===== config.mk =====
export PLATFORM = sky130hd
export DESIGN_NAME = flash_prog_ctrl
export DESIGN_NICKNAME = d
export VERILOG_FILES = /design/src/rtl/fpc_pkg.sv /design/src/rtl/fpc_op_bit.sv /design/src/rtl/fpc_sticky_bit.sv /design/src/rtl/flash_prog_ctrl.sv
export SDC_FILE = /design/constraint.sdc
export NUM_CORES = 1
export LEC_CHECK = 0
export ABC_CLOCK_PERIOD_IN_PS = 800
export BUFFER_PORTS_ARGS = -buffer_cell sky130_fd_sc_hd__buf_2
export CAP_MARGIN = 5
export CORE_AREA = 2 2 39 41
export CTS_BUF_LIST = sky130_fd_sc_hd__clkbuf_4 sky130_fd_sc_hd__clkbuf_8
export DETAILED_ROUTE_END_ITERATION = 12
export DIE_AREA = 0 0 41 43
export PLACE_DENSITY = 0.44
export SYNTH_ARGS = -nofsm -noshare
export SYNTH_HDL_FRONTEND = slang
export SYNTH_SLANG_ARGS = --single-unit

===== constraint.sdc =====
create_clock -name clk -period 0.8 [get_ports clk]
set_input_delay 0.16 -clock clk [delete_from_list [all_inputs] [get_ports clk]]
set_output_delay 0.16 -clock clk [all_outputs]
set_load 0.005 [all_outputs]

===== src/rtl/fpc_pkg.sv =====
package fpc_pkg;
  localparam int unsigned REG_W      = 8;
  localparam int unsigned PWE_POS    = 0;
  localparam int unsigned MEE_POS    = 1;
  localparam int unsigned RSV_LO     = 2;
  localparam int unsigned RSV_HI     = 5;
  localparam int unsigned SEC_POS    = 6;
  localparam int unsigned PBT_POS    = 7;
  localparam int unsigned RSV_W      = RSV_HI - RSV_LO + 1;
endpackage


===== src/rtl/fpc_op_bit.sv =====
// One-shot operation enable: set by write, cleared when the operation ends.
module fpc_op_bit #(
  parameter bit GATED = 1'b0
) (
  input  logic clk,
  input  logic rst_n,
  input  logic wr_stb,
  input  logic wr_val,
  input  logic gate,
  input  logic op_done,
  output logic q
);
  logic blocked;
  assign blocked = GATED & gate;

  always_ff @(posedge clk or negedge rst_n) begin
    if (!rst_n)                 q <= 1'b0;
    else if (op_done)           q <= 1'b0;
    else if (wr_stb && !blocked) q <= wr_val;
  end


  op_done_clears_chk: assert property (@(posedge clk) disable iff (!rst_n)
    op_done |=> !q);

  gated_hold_chk: assert property (@(posedge clk) disable iff (!rst_n)
    (GATED && gate && !op_done) |=> $stable(q));

  write_loads_chk: assert property (@(posedge clk) disable iff (!rst_n)
    (wr_stb && !(GATED && gate) && !op_done) |=> (q == $past(wr_val)));
endmodule


===== src/rtl/fpc_sticky_bit.sv =====
// Set-only bit: software may set it, reset alone clears it.
module fpc_sticky_bit (
  input  logic clk,
  input  logic rst_n,
  input  logic wr_stb,
  input  logic wr_val,
  output logic q
);
  always_ff @(posedge clk or negedge rst_n) begin
    if (!rst_n)               q <= 1'b0;
    else if (wr_stb && wr_val) q <= 1'b1;
  end


  sticky_hold_chk: assert property (@(posedge clk) disable iff (!rst_n)
    q |=> q);

  sticky_set_chk: assert property (@(posedge clk) disable iff (!rst_n)
    (wr_stb && wr_val) |=> q);
endmodule


===== src/rtl/flash_prog_ctrl.sv =====
module flash_prog_ctrl
  import fpc_pkg::*;
(
  input  logic             clk,
  input  logic             rst_n,
  input  logic             wr_stb_i,
  input  logic [REG_W-1:0] wr_data_i,
  input  logic             int_glob_en_i,
  input  logic             byte_done_i,
  input  logic             erase_done_i,
  input  logic             preboot_i,
  output logic [REG_W-1:0] rd_data_o,
  output logic             prog_wr_en_o,
  output logic             mass_erase_en_o,
  output logic             secure_o
);
  logic pwe_q, mee_q, sec_q;

  fpc_op_bit #(.GATED(1'b1)) u_pwe (
    .clk(clk), .rst_n(rst_n), .wr_stb(wr_stb_i), .wr_val(wr_data_i[PWE_POS]),
    .gate(int_glob_en_i), .op_done(byte_done_i), .q(pwe_q));

  fpc_op_bit #(.GATED(1'b0)) u_mee (
    .clk(clk), .rst_n(rst_n), .wr_stb(wr_stb_i), .wr_val(wr_data_i[MEE_POS]),
    .gate(1'b0), .op_done(erase_done_i), .q(mee_q));

  fpc_sticky_bit u_sec (
    .clk(clk), .rst_n(rst_n), .wr_stb(wr_stb_i), .wr_val(wr_data_i[SEC_POS]),
    .q(sec_q));

  always_comb begin
    rd_data_o                 = '0;
    rd_data_o[PWE_POS]        = pwe_q;
    rd_data_o[MEE_POS]        = mee_q;
    rd_data_o[RSV_HI:RSV_LO]  = {RSV_W{1'b0}};
    rd_data_o[SEC_POS]        = sec_q;
    rd_data_o[PBT_POS]        = preboot_i;
  end

  assign prog_wr_en_o    = pwe_q;
  assign mass_erase_en_o = mee_q;
  assign secure_o        = sec_q;


  byte_done_keeps_erase_chk: assert property (@(posedge clk) disable iff (!rst_n)
    (byte_done_i && !wr_stb_i && !erase_done_i) |=> $stable(mass_erase_en_o));

  erase_done_keeps_prog_chk: assert property (@(posedge clk) disable iff (!rst_n)
    (erase_done_i && !wr_stb_i && !byte_done_i) |=> $stable(prog_wr_en_o));
endmodule


==> reports/metrics.yaml, run 1 <==
outcome:
  status: "finished, violations left"
  violations: "setup timing"
worst_setup_path:
  cp.required_ps: 640
  crit_path_top_delay_cell: "dfrtp_1"
  worst-setup-path-type: "flip-flop to output pin"
  critPathCaptureType: "output pin"
  cp_num_buf_inv: 1
  cp-start-kind: "flip-flop"
  worstPathMaxFanout: 3
  crit_path_max_incr_delay_ps: 380
  cp.arrival_ps: 740
  path_cells: "buf_2"
  path_delay_family: "flip-flops"
hold_path:
  hold_path.class: "input pin to flip-flop"
clock_tree:
  clk_pin_slew_worst_paths_ps: 40
  insertion_delay_ps: 230
  cts_buffers: 3
  cts_tree: "built"
  post_cts_buffers: 0
  clockRootBuffer: "clkbuf_4"
  cts_sinks: 3
  cts_resized: 0
  clock_path_buffers: 2
  htree_levels: 1
routing:
  drt-total-wl_um: 362
  route.detailed.wl_per_inst_um: 7.39
  vias: 152
  drc_errors: 0
  detail_route.iter0.violations: 0
  avgViaCountPerCell: 3.10
  firstDrtPassIters: 1
  ant_nets: 0
final_layout:
  fill_cells: 154
  fin_nets: 49
  n_antenna_cell: 0
  mostFrequentLayoutCell: "buf_2"
  final_cell_mix: "buf_2 (14), conb_1 (4), clkbuf_4 (4)"
  areaGrowthSynthToFinish_pct: 41.7
  layout-drive-gt1-share_pct: 60.6
timing:
  setup_violations: 6
  final.min_clock_period_ps: 901
  worst_hold_slack_ps: 78.1
  rsz0062_at_grt: "true"
  skew_ps: 0
  hold_violations: 0
  layout_worst_path_cycle_share_pct: 113
  layout_setup_ws_ps: -101
  slew_viol_final: 0
  fmax_ghz: 1.11
pwr:
  p_per_area_mw_per_mm2: 1870
  irDropWorstVdd_mv: 0.276
  leakage_uw: 0.000151
logic_synthesis:
  synth_seq_cells: 3
  yosysSeqAreaShare_pct: 38.5
  syn_area_um2: 195
  synth.avg_cell_area_um2: 10.3
  synthCells: 19
  yosysUniqueCellTypes: 10
  ys_warn_count: 0
run:
  cap_viol_max_count: 0
die:
  core_area_mm2: 0.00138
  num_rows: 14
  die_area_mm2: 0.00176
  start_util_pct: 14.1
  die_h_um: 43
  die_w_um: 41
  ios: 26
placed_design:
  gp_congestion: 0.450
  io_buffers: 14
  dp_slack_ps: 124
global_routing:
  grt_pass1_wl_um: 455
  grt_overflow_total: 0
  grt_pass1_vias: 123
  antenna_found_initial: 0
  grt_max_degree: 5
  grt_use_total_pct: 4.82
==> power breakdown <==
group          internal (µW)  switching, µW  total [µW]  leakage (µW)
combinational           32.4           24.1        56.5     0.0000967
sequential               158           3.07         161     0.0000356
clock                    221           80.1         301     0.0000184
==> metal layers <==
layer,vias up,wire length [µm],global-route usage (%)
li1,76,-,-
met1,62,126,3.22
met2,12,165,5.31
met3,2,57,4.71
met4,0,12,8.00
met5,-,0,0
==> through the flow <==
stage	TNS [ps]	utilization (%)	total power [µW]	instance area [µm²]	cells
after floorplan	0	-	207	206	22
after global placement	0	17.1	217	236	44
after detailed placement	0	17.1	216	236	44
after CTS	-646	20.0	531	277	49
after global routing	-818	20.0	554	277	49
final	-580	20.0	518	277	49
==> worst paths after layout <==
check                                       to  slack, ps  cells past startpoint                 from
max in group asynchronous  u_mee.q$_DFFE_PN0P_        430                      2                rst_n
min in group asynchronous  u_pwe.q$_DFFE_PN0P_        260                      2                rst_n
hold / removal             u_mee.q$_DFFE_PN0P_         80                      2         erase_done_i
setup reg to reg           u_sec.q$_DFFE_PN0P_        120                      1  u_sec.q$_DFFE_PN0P_
hold reg to reg            u_sec.q$_DFFE_PN0P_        480                      1  u_sec.q$_DFFE_PN0P_
setup / recovery                      secure_o       -100                      1  u_sec.q$_DFFE_PN0P_
==> state kept, by name, indices dropped and copies added, names as in the netlist <==
| register | cells |
|---|---|
| u_pwe.q | 1 |
| u_sec.q | 1 |
| u_mee.q | 1 |
==> logic make-up after synthesis <==
kind of cell,after synthesis,synth area share (%)
and+or+nand+nor,4,14.7
other,1,1.92
AOI/OAI and AO/OA,2,8.98
buffers and inverters,8,30.8
muxes,1,5.13
DFF,3,38.5
==> layout make-up <==
class / instances / area [µm²] / area share (%)
Clock buffer: 4 / 30.0 / 10.9
Multi-Input combinational cell: 11 / 71.3 / 25.8
Timing Repair Buffer: 15 / 80.1 / 29.0
Sequential cell: 3 / 75.1 / 27.1
Tap cell: 16 / 20.0 / 7.24
==> synth_stat cells <==
library cell  count  area share [%]
o21ai_2           1             4.5
nor2_1            1             1.9
buf_4             8              31
nand2b_1          1             3.2
nand4bb_1         1             5.8
dfrtp_1           3              38
conb_1            1             1.9
a21o_2            1             4.5
mux2i_1           1             5.1
and2b_1           1             3.8
==> timing repair <==
action                                  in CTS  in global routing
endpoints found under the setup margin       6                  6
hold buffers                                 1                  0
endpoints found under the hold margin        3                  0
gates cloned                                 0                  0
(Power assumes the default switching activity.)
==> inputs of run 2 (changes only) <==
==> constraint.sdc (replaced) <==
create_clock -name clk -period 0.8 [get_ports clk]
set_input_delay 0.08 -clock clk [delete_from_list [all_inputs] [get_ports clk]]
set_output_delay 0.08 -clock clk [all_outputs]
set_load 0.005 [all_outputs]
==> run 2 against run 1 <==
Final area grew 3.6%. Critical path depth is the same. Power grew 0.74%. Register-to-register slack is essentially flat. Setup slack gained 80 ps. Highest routed layer unchanged. Die area is the same. The flow still finishes with violations (setup timing). Sequential power is essentially flat. Global-route usage grew 0.20 points. Critical endpoint unchanged. Clock power is essentially flat.
==> reports/metrics.yaml, run 2 (same netlist as run 1, synthesis figures left out) <==
final_layout:
  largestRegisters: "u_mee.q x1, u_pwe.q x1, u_sec.q x1"
  final_cell_mix: "buf_2 (14), conb_1 (4), clkbuf_4 (4)"
  stdcell_area_um2: 287
  fill_cells: 153
  layout-drive-gt1-share_pct: 58.8
  fin_nets: 50
  mostFrequentLayoutCell: "buf_2"
  areaGrowthSynthToFinish_pct: 46.8
  n_antenna_cell: 0
pwr:
  leakage_uw: 0.000155
  pwr-share-comb_pct: 11.6
  power_uw: 522
  seq_power_share_pct: 30.8
  irDropWorstVdd_mv: 0.270
  swShare_pct: 20.7
  p_per_area_mw_per_mm2: 1820
  p_clk_share_pct: 57.6
  intPower_uw: 414
  power.switching_uw: 108
hold_path:
  hold_path.class: "input pin to flip-flop"
  min-delay-start: "wr_data_i[6]"
worst_setup_path:
  cp-start-kind: "flip-flop"
  crit_path_max_incr_delay_ps: 380
  worst-setup-path-type: "flip-flop to output pin"
  cp_num_buf_inv: 1
  cp.arrival_ps: 740
  crit_path_start: "u_sec.q$_DFFE_PN0P_"
  cp.required_ps: 720
  critPathCaptureType: "output pin"
  r2r-start: "u_sec.q$_DFFE_PN0P_"
  path_delay_family: "flip-flops"
  path_cells: "buf_2"
  crit_path_top_delay_cell: "dfrtp_1"
  worstPathMaxFanout: 3
routing:
  route.detailed.wl_per_inst_um: 7.48
  ant_nets: 0
  drt-total-wl_um: 374
  firstDrtPassIters: 1
  drc_errors: 0
  avgViaCountPerCell: 3.12
  vias: 156
  detail_route.iter0.violations: 0
clock_tree:
  cts_resized: 0
  insertion_delay_ps: 230
  clockRootBuffer: "clkbuf_4"
  cts_sinks: 3
  clk_pin_slew_worst_paths_ps: 40
  cts_tree: "built"
  htree_levels: 1
  clock_path_buffers: 2
  cts_buffers: 3
global_routing:
  grt_use_total_pct: 5.02
  grt_pass1_wl_um: 483
  grt_overflow_total: 0
  grt_max_degree: 5
  antenna_found_initial: 0
  grt_pass1_vias: 134
placed_design:
  place_area_um2: 236
  dp_slack_ps: 124
  gp_congestion: 0.450
  io_buffers: 14
die:
  die_w_um: 41
  die_h_um: 43
  core_area_mm2: 0.00138
  start_util_pct: 14.1
  ios: 26
  num_rows: 14
  die_area_mm2: 0.00176
timing:
  layout_worst_path_cycle_share_pct: 103
  fin_setup_tns_ps: -99.7
  rsz0062_at_grt: "true"
  worst_hold_slack_ps: 55.8
  final.min_clock_period_ps: 821
  skew_ps: 0
  layout_setup_ws_ps: -21.1
  hold_violations: 0
  fmax_ghz: 1.22
  slew_viol_final: 0
  setup_violations: 6
outcome:
  violations: "setup timing"
  status: "finished, violations left"
run:
  cap_viol_max_count: 0
## run 2: changes by cell type in the layout (fill, tap and decap cells not counted), sizes merged
cell,before,now
dlygate4sd3,1,2
## run 2: final timing paths
| check | end | cells after the start | slack, ps |
|---|---|---|---|
| max | secure_o | 1 | -20 |
| min | u_sec.q$_DFFE_PN0P_ | 2 | 60 |
| max reg2reg | u_sec.q$_DFFE_PN0P_ | 1 | 130 |
| min reg2reg | u_sec.q$_DFFE_PN0P_ | 1 | 480 |
| max in group asynchronous | u_mee.q$_DFFE_PN0P_ | 2 | 510 |
| min in group asynchronous | u_pwe.q$_DFFE_PN0P_ | 2 | 180 |
## run 2: per-layer routing
layer / vias up / wire length, µm / track usage, %
met5: - / 0 / 0
met4: 0 / 12 / 8.00
met3: 2 / 57 / 4.71
met2: 12 / 176 / 5.94
met1: 64 / 128 / 3.22
li1: 78 / - / -
## run 2: power groups by stage
stage | sequential, µW | clock [µW] | combinational [µW]
floorplan | 164 | 0 | 43.1
global placement | 163 | 0 | 53.5
detailed placement | 163 | 0 | 53.6
CTS | 161 | 312 | 61.4
global route | 161 | 329 | 68.0
finish | 161 | 301 | 60.3
## run 2: cell type report
type	instances	area, µm²	share of cell area [%]
timing repair buffer	16	90.1	31.4
sequential	3	75.1	26.2
multi-input combinational	11	71.3	24.9
clock buffer	4	30.0	10.5
tap	16	20.0	6.99
## run 2: per-stage QoR
step           utilization (%)  cells
3_5_place_dp              17.1     44
3_3_place_gp              17.1     44
2_1_floorplan                -     22
5_1_grt                   20.7     50
6_report                  20.7     50
4_1_cts                   20.7     50
## run 2: what timing repair did
| action | 4_1_cts | 5_1_grt |
|---|---|---|
| setup buffers | 0 | 0 |
| setup endpoints to repair | 6 | 6 |
| endpoints found under the hold margin | 4 | 0 |
| hold buffers | 2 | 0 |
==> inputs of run 3 (changes only) <==
--- a/config.mk
+++ b/config.mk
@@ -5,14 +5,15 @@
 export SDC_FILE = /design/constraint.sdc
 export NUM_CORES = 1
 export LEC_CHECK = 0
-export ABC_CLOCK_PERIOD_IN_PS = 800
+export ABC_CLOCK_PERIOD_IN_PS = 900
 export BUFFER_PORTS_ARGS = -buffer_cell sky130_fd_sc_hd__buf_2
 export CAP_MARGIN = 5
 export CORE_AREA = 2 2 39 41
 export CTS_BUF_LIST = sky130_fd_sc_hd__clkbuf_4 sky130_fd_sc_hd__clkbuf_8
+export CTS_CLUSTER_DIAMETER = 60
 export DETAILED_ROUTE_END_ITERATION = 12
 export DIE_AREA = 0 0 41 43
-export PLACE_DENSITY = 0.44
+export PLACE_DENSITY = 0.43
 export SYNTH_ARGS = -nofsm -noshare
 export SYNTH_HDL_FRONTEND = slang
 export SYNTH_SLANG_ARGS = --single-unit
==> constraint.sdc (replaced) <==
create_clock -name clk -period 0.9 [get_ports clk]
set_input_delay 0.09 -clock clk [delete_from_list [all_inputs] [get_ports clk]]
set_output_delay 0.09 -clock clk [all_outputs]
set_load 0.005 [all_outputs]
==> run 3 against run 2 <==
The run now ends clean. Sequential share of layout area is 0.95 points higher. Non-clock buffer count shrank 1. Die area did not move. Count of clock-buffer cells in the layout unchanged. Clock power is 14% lower. Global-route usage shrank 0.90 points. Register-to-register slack better by 100 ps. Cell count down 2.0%. Routed wire length fell by 9.6%. Critical endpoint is now mass_erase_en_o. Largest cell class unchanged.
==> reports/metrics.yaml, run 3 (same netlist as run 1, synthesis figures left out) <==
outcome:
  status: "complete, no violations"
worst_setup_path:
  cp-start-kind: "flip-flop"
  cp.required_ps: 810
  reg2reg_slack_ps: 230
  path_cells: "buf_2"
  crit_path_top_delay_cell: "dfrtp_1"
  worst-setup-path-type: "flip-flop to output pin"
  critPathCaptureType: "output pin"
  cp_num_buf_inv: 1
  reg2reg_to: "u_sec.q$_DFFE_PN0P_"
  worstPathMaxFanout: 3
  crit_path_max_incr_delay_ps: 380
  r2r-start: "u_sec.q$_DFFE_PN0P_"
  cp.arrival_ps: 730
  path_delay_family: "flip-flops"
  rr_worst_depth: 1
routing:
  route.detailed.wl_per_inst_um: 6.90
  firstDrtPassIters: 2
  avgViaCountPerCell: 3.14
  vias: 154
  drt-total-wl_um: 338
  drc_errors: 0
  detail_route.iter0.violations: 1
  ant_nets: 0
placed_design:
  io_buffers: 14
  place_inst: 44
  gp_congestion: 0.497
final_layout:
  areaGrowthSynthToFinish_pct: 41.7
  layout-drive-gt1-share_pct: 60.6
  fin_nets: 49
  final_cell_mix: "buf_2 (14), conb_1 (4), clkbuf_4 (4)"
  mostFrequentLayoutCell: "buf_2"
  n_antenna_cell: 0
  final_cell_count_no_fill: 49
  largestRegisters: "u_mee.q x1, u_pwe.q x1, u_sec.q x1"
timing:
  setup_violations: 0
  fmax_ghz: 1.21
  hold_violations: 0
  final.min_clock_period_ps: 823
  slew_viol_final: 0
  layout_worst_path_cycle_share_pct: 91.5
  fin_setup_tns_ps: 0
  skew_ps: 0
  rsz0062_at_grt: "false"
die:
  die_w_um: 41
  die_h_um: 43
  die_area_mm2: 0.00176
  ios: 26
  core_area_mm2: 0.00138
  start_util_pct: 14.1
  num_rows: 14
clock_tree:
  cts_tree: "built"
  clock_path_buffers: 2
  clk_pin_slew_worst_paths_ps: 30
  cts_sinks: 3
  cts_buffers: 3
  clockRootBuffer: "clkbuf_4"
  insertion_delay_ps: 220
  cts_resized: 0
  htree_levels: 1
global_routing:
  grt_overflow_total: 0
  antenna_found_initial: 0
  grt_max_degree: 5
  grt_use_total_pct: 4.12
  grt_pass1_vias: 125
  grt_pass1_wl_um: 420
pwr:
  leakage_uw: 0.000151
  irDropWorstVdd_mv: 0.301
  p_per_area_mw_per_mm2: 1630
hold_path:
  hold_depth: 2
  min-delay-start: "erase_done_i"
  holdPathEnd: "u_mee.q$_DFFE_PN0P_"
  hold_path.class: "input pin to flip-flop"
run:
  cap_viol_max_count: 0
==> run 3: cell types whose count changed in the layout (fill, tap and decap cells not counted) <==
cell           delta
dlygate4sd3_1     -1
==> run 3: per-layer routing <==
layer | vias up | global-route usage, % | wire length [µm]
li1 | 77 | - | -
met1 | 68 | 3.54 | 137
met2 | 9 | 4.69 | 162
met3 | 0 | 3.14 | 38
met4 | 0 | 6.00 | 0
met5 | - | 0 | 0
==> run 3: area by class of cell <==
| class | instances | area [µm²] |
|---|---|---|
| clock buffers | 4 | 30.0 |
| multi-input cells | 11 | 71.3 |
| repair buffers | 15 | 80.1 |
| well taps | 16 | 20.0 |
| fillers | 159 | 1110 |
| flip-flops and latches | 3 | 75.1 |
==> run 3: how the worst max path moves through the flow <==
stage	from	endpoint	slack, ps	depth (start not counted)
floorplan	u_sec.q$_DFFE_PN0P_	u_sec.q$_DFFE_PN0P_	220	1
global placement	u_sec.q$_DFFE_PN0P_	u_sec.q$_DFFE_PN0P_	230	1
CTS	u_mee.q$_DFFE_PN0P_	mass_erase_en_o	60	1
global route	u_pwe.q$_DFFE_PN0P_	rd_data_o[0]	40	1
finish	u_mee.q$_DFFE_PN0P_	mass_erase_en_o	80	1
detailed placement	u_sec.q$_DFFE_PN0P_	u_sec.q$_DFFE_PN0P_	220	1
==> run 3: repair_timing <==
| item | CTS | global route |
|---|---|---|
| setup endpoints to repair | 0 | 0 |
| hold buffers | 1 | 0 |
| endpoints found under the hold margin | 3 | 0 |
| buffers inserted | 0 | 0 |
==> run 3: report_power, final <==
| part | switching (µW) | total (µW) | internal (µW) |
|---|---|---|---|
| registers | 2.94 | 143 | 140 |
| clock network | 62.3 | 258 | 196 |
| logic | 21.3 | 50.1 | 28.8 |
| total | 86.6 | 451 | 365 |
==> run 3: stage by stage <==
step	hold slack (ps)	utilization (%)	total power [µW]	cell area, µm²	setup WS [ps]
6_report	14.2	20.0	451	277	76.9
5_1_grt	23.5	20.0	478	277	35.8
4_1_cts	5.36	20.0	464	277	62.9
3_5_place_dp	-113	17.1	192	236	223
3_3_place_gp	-111	17.1	193	236	231
2_1_floorplan	-206	-	184	206	224
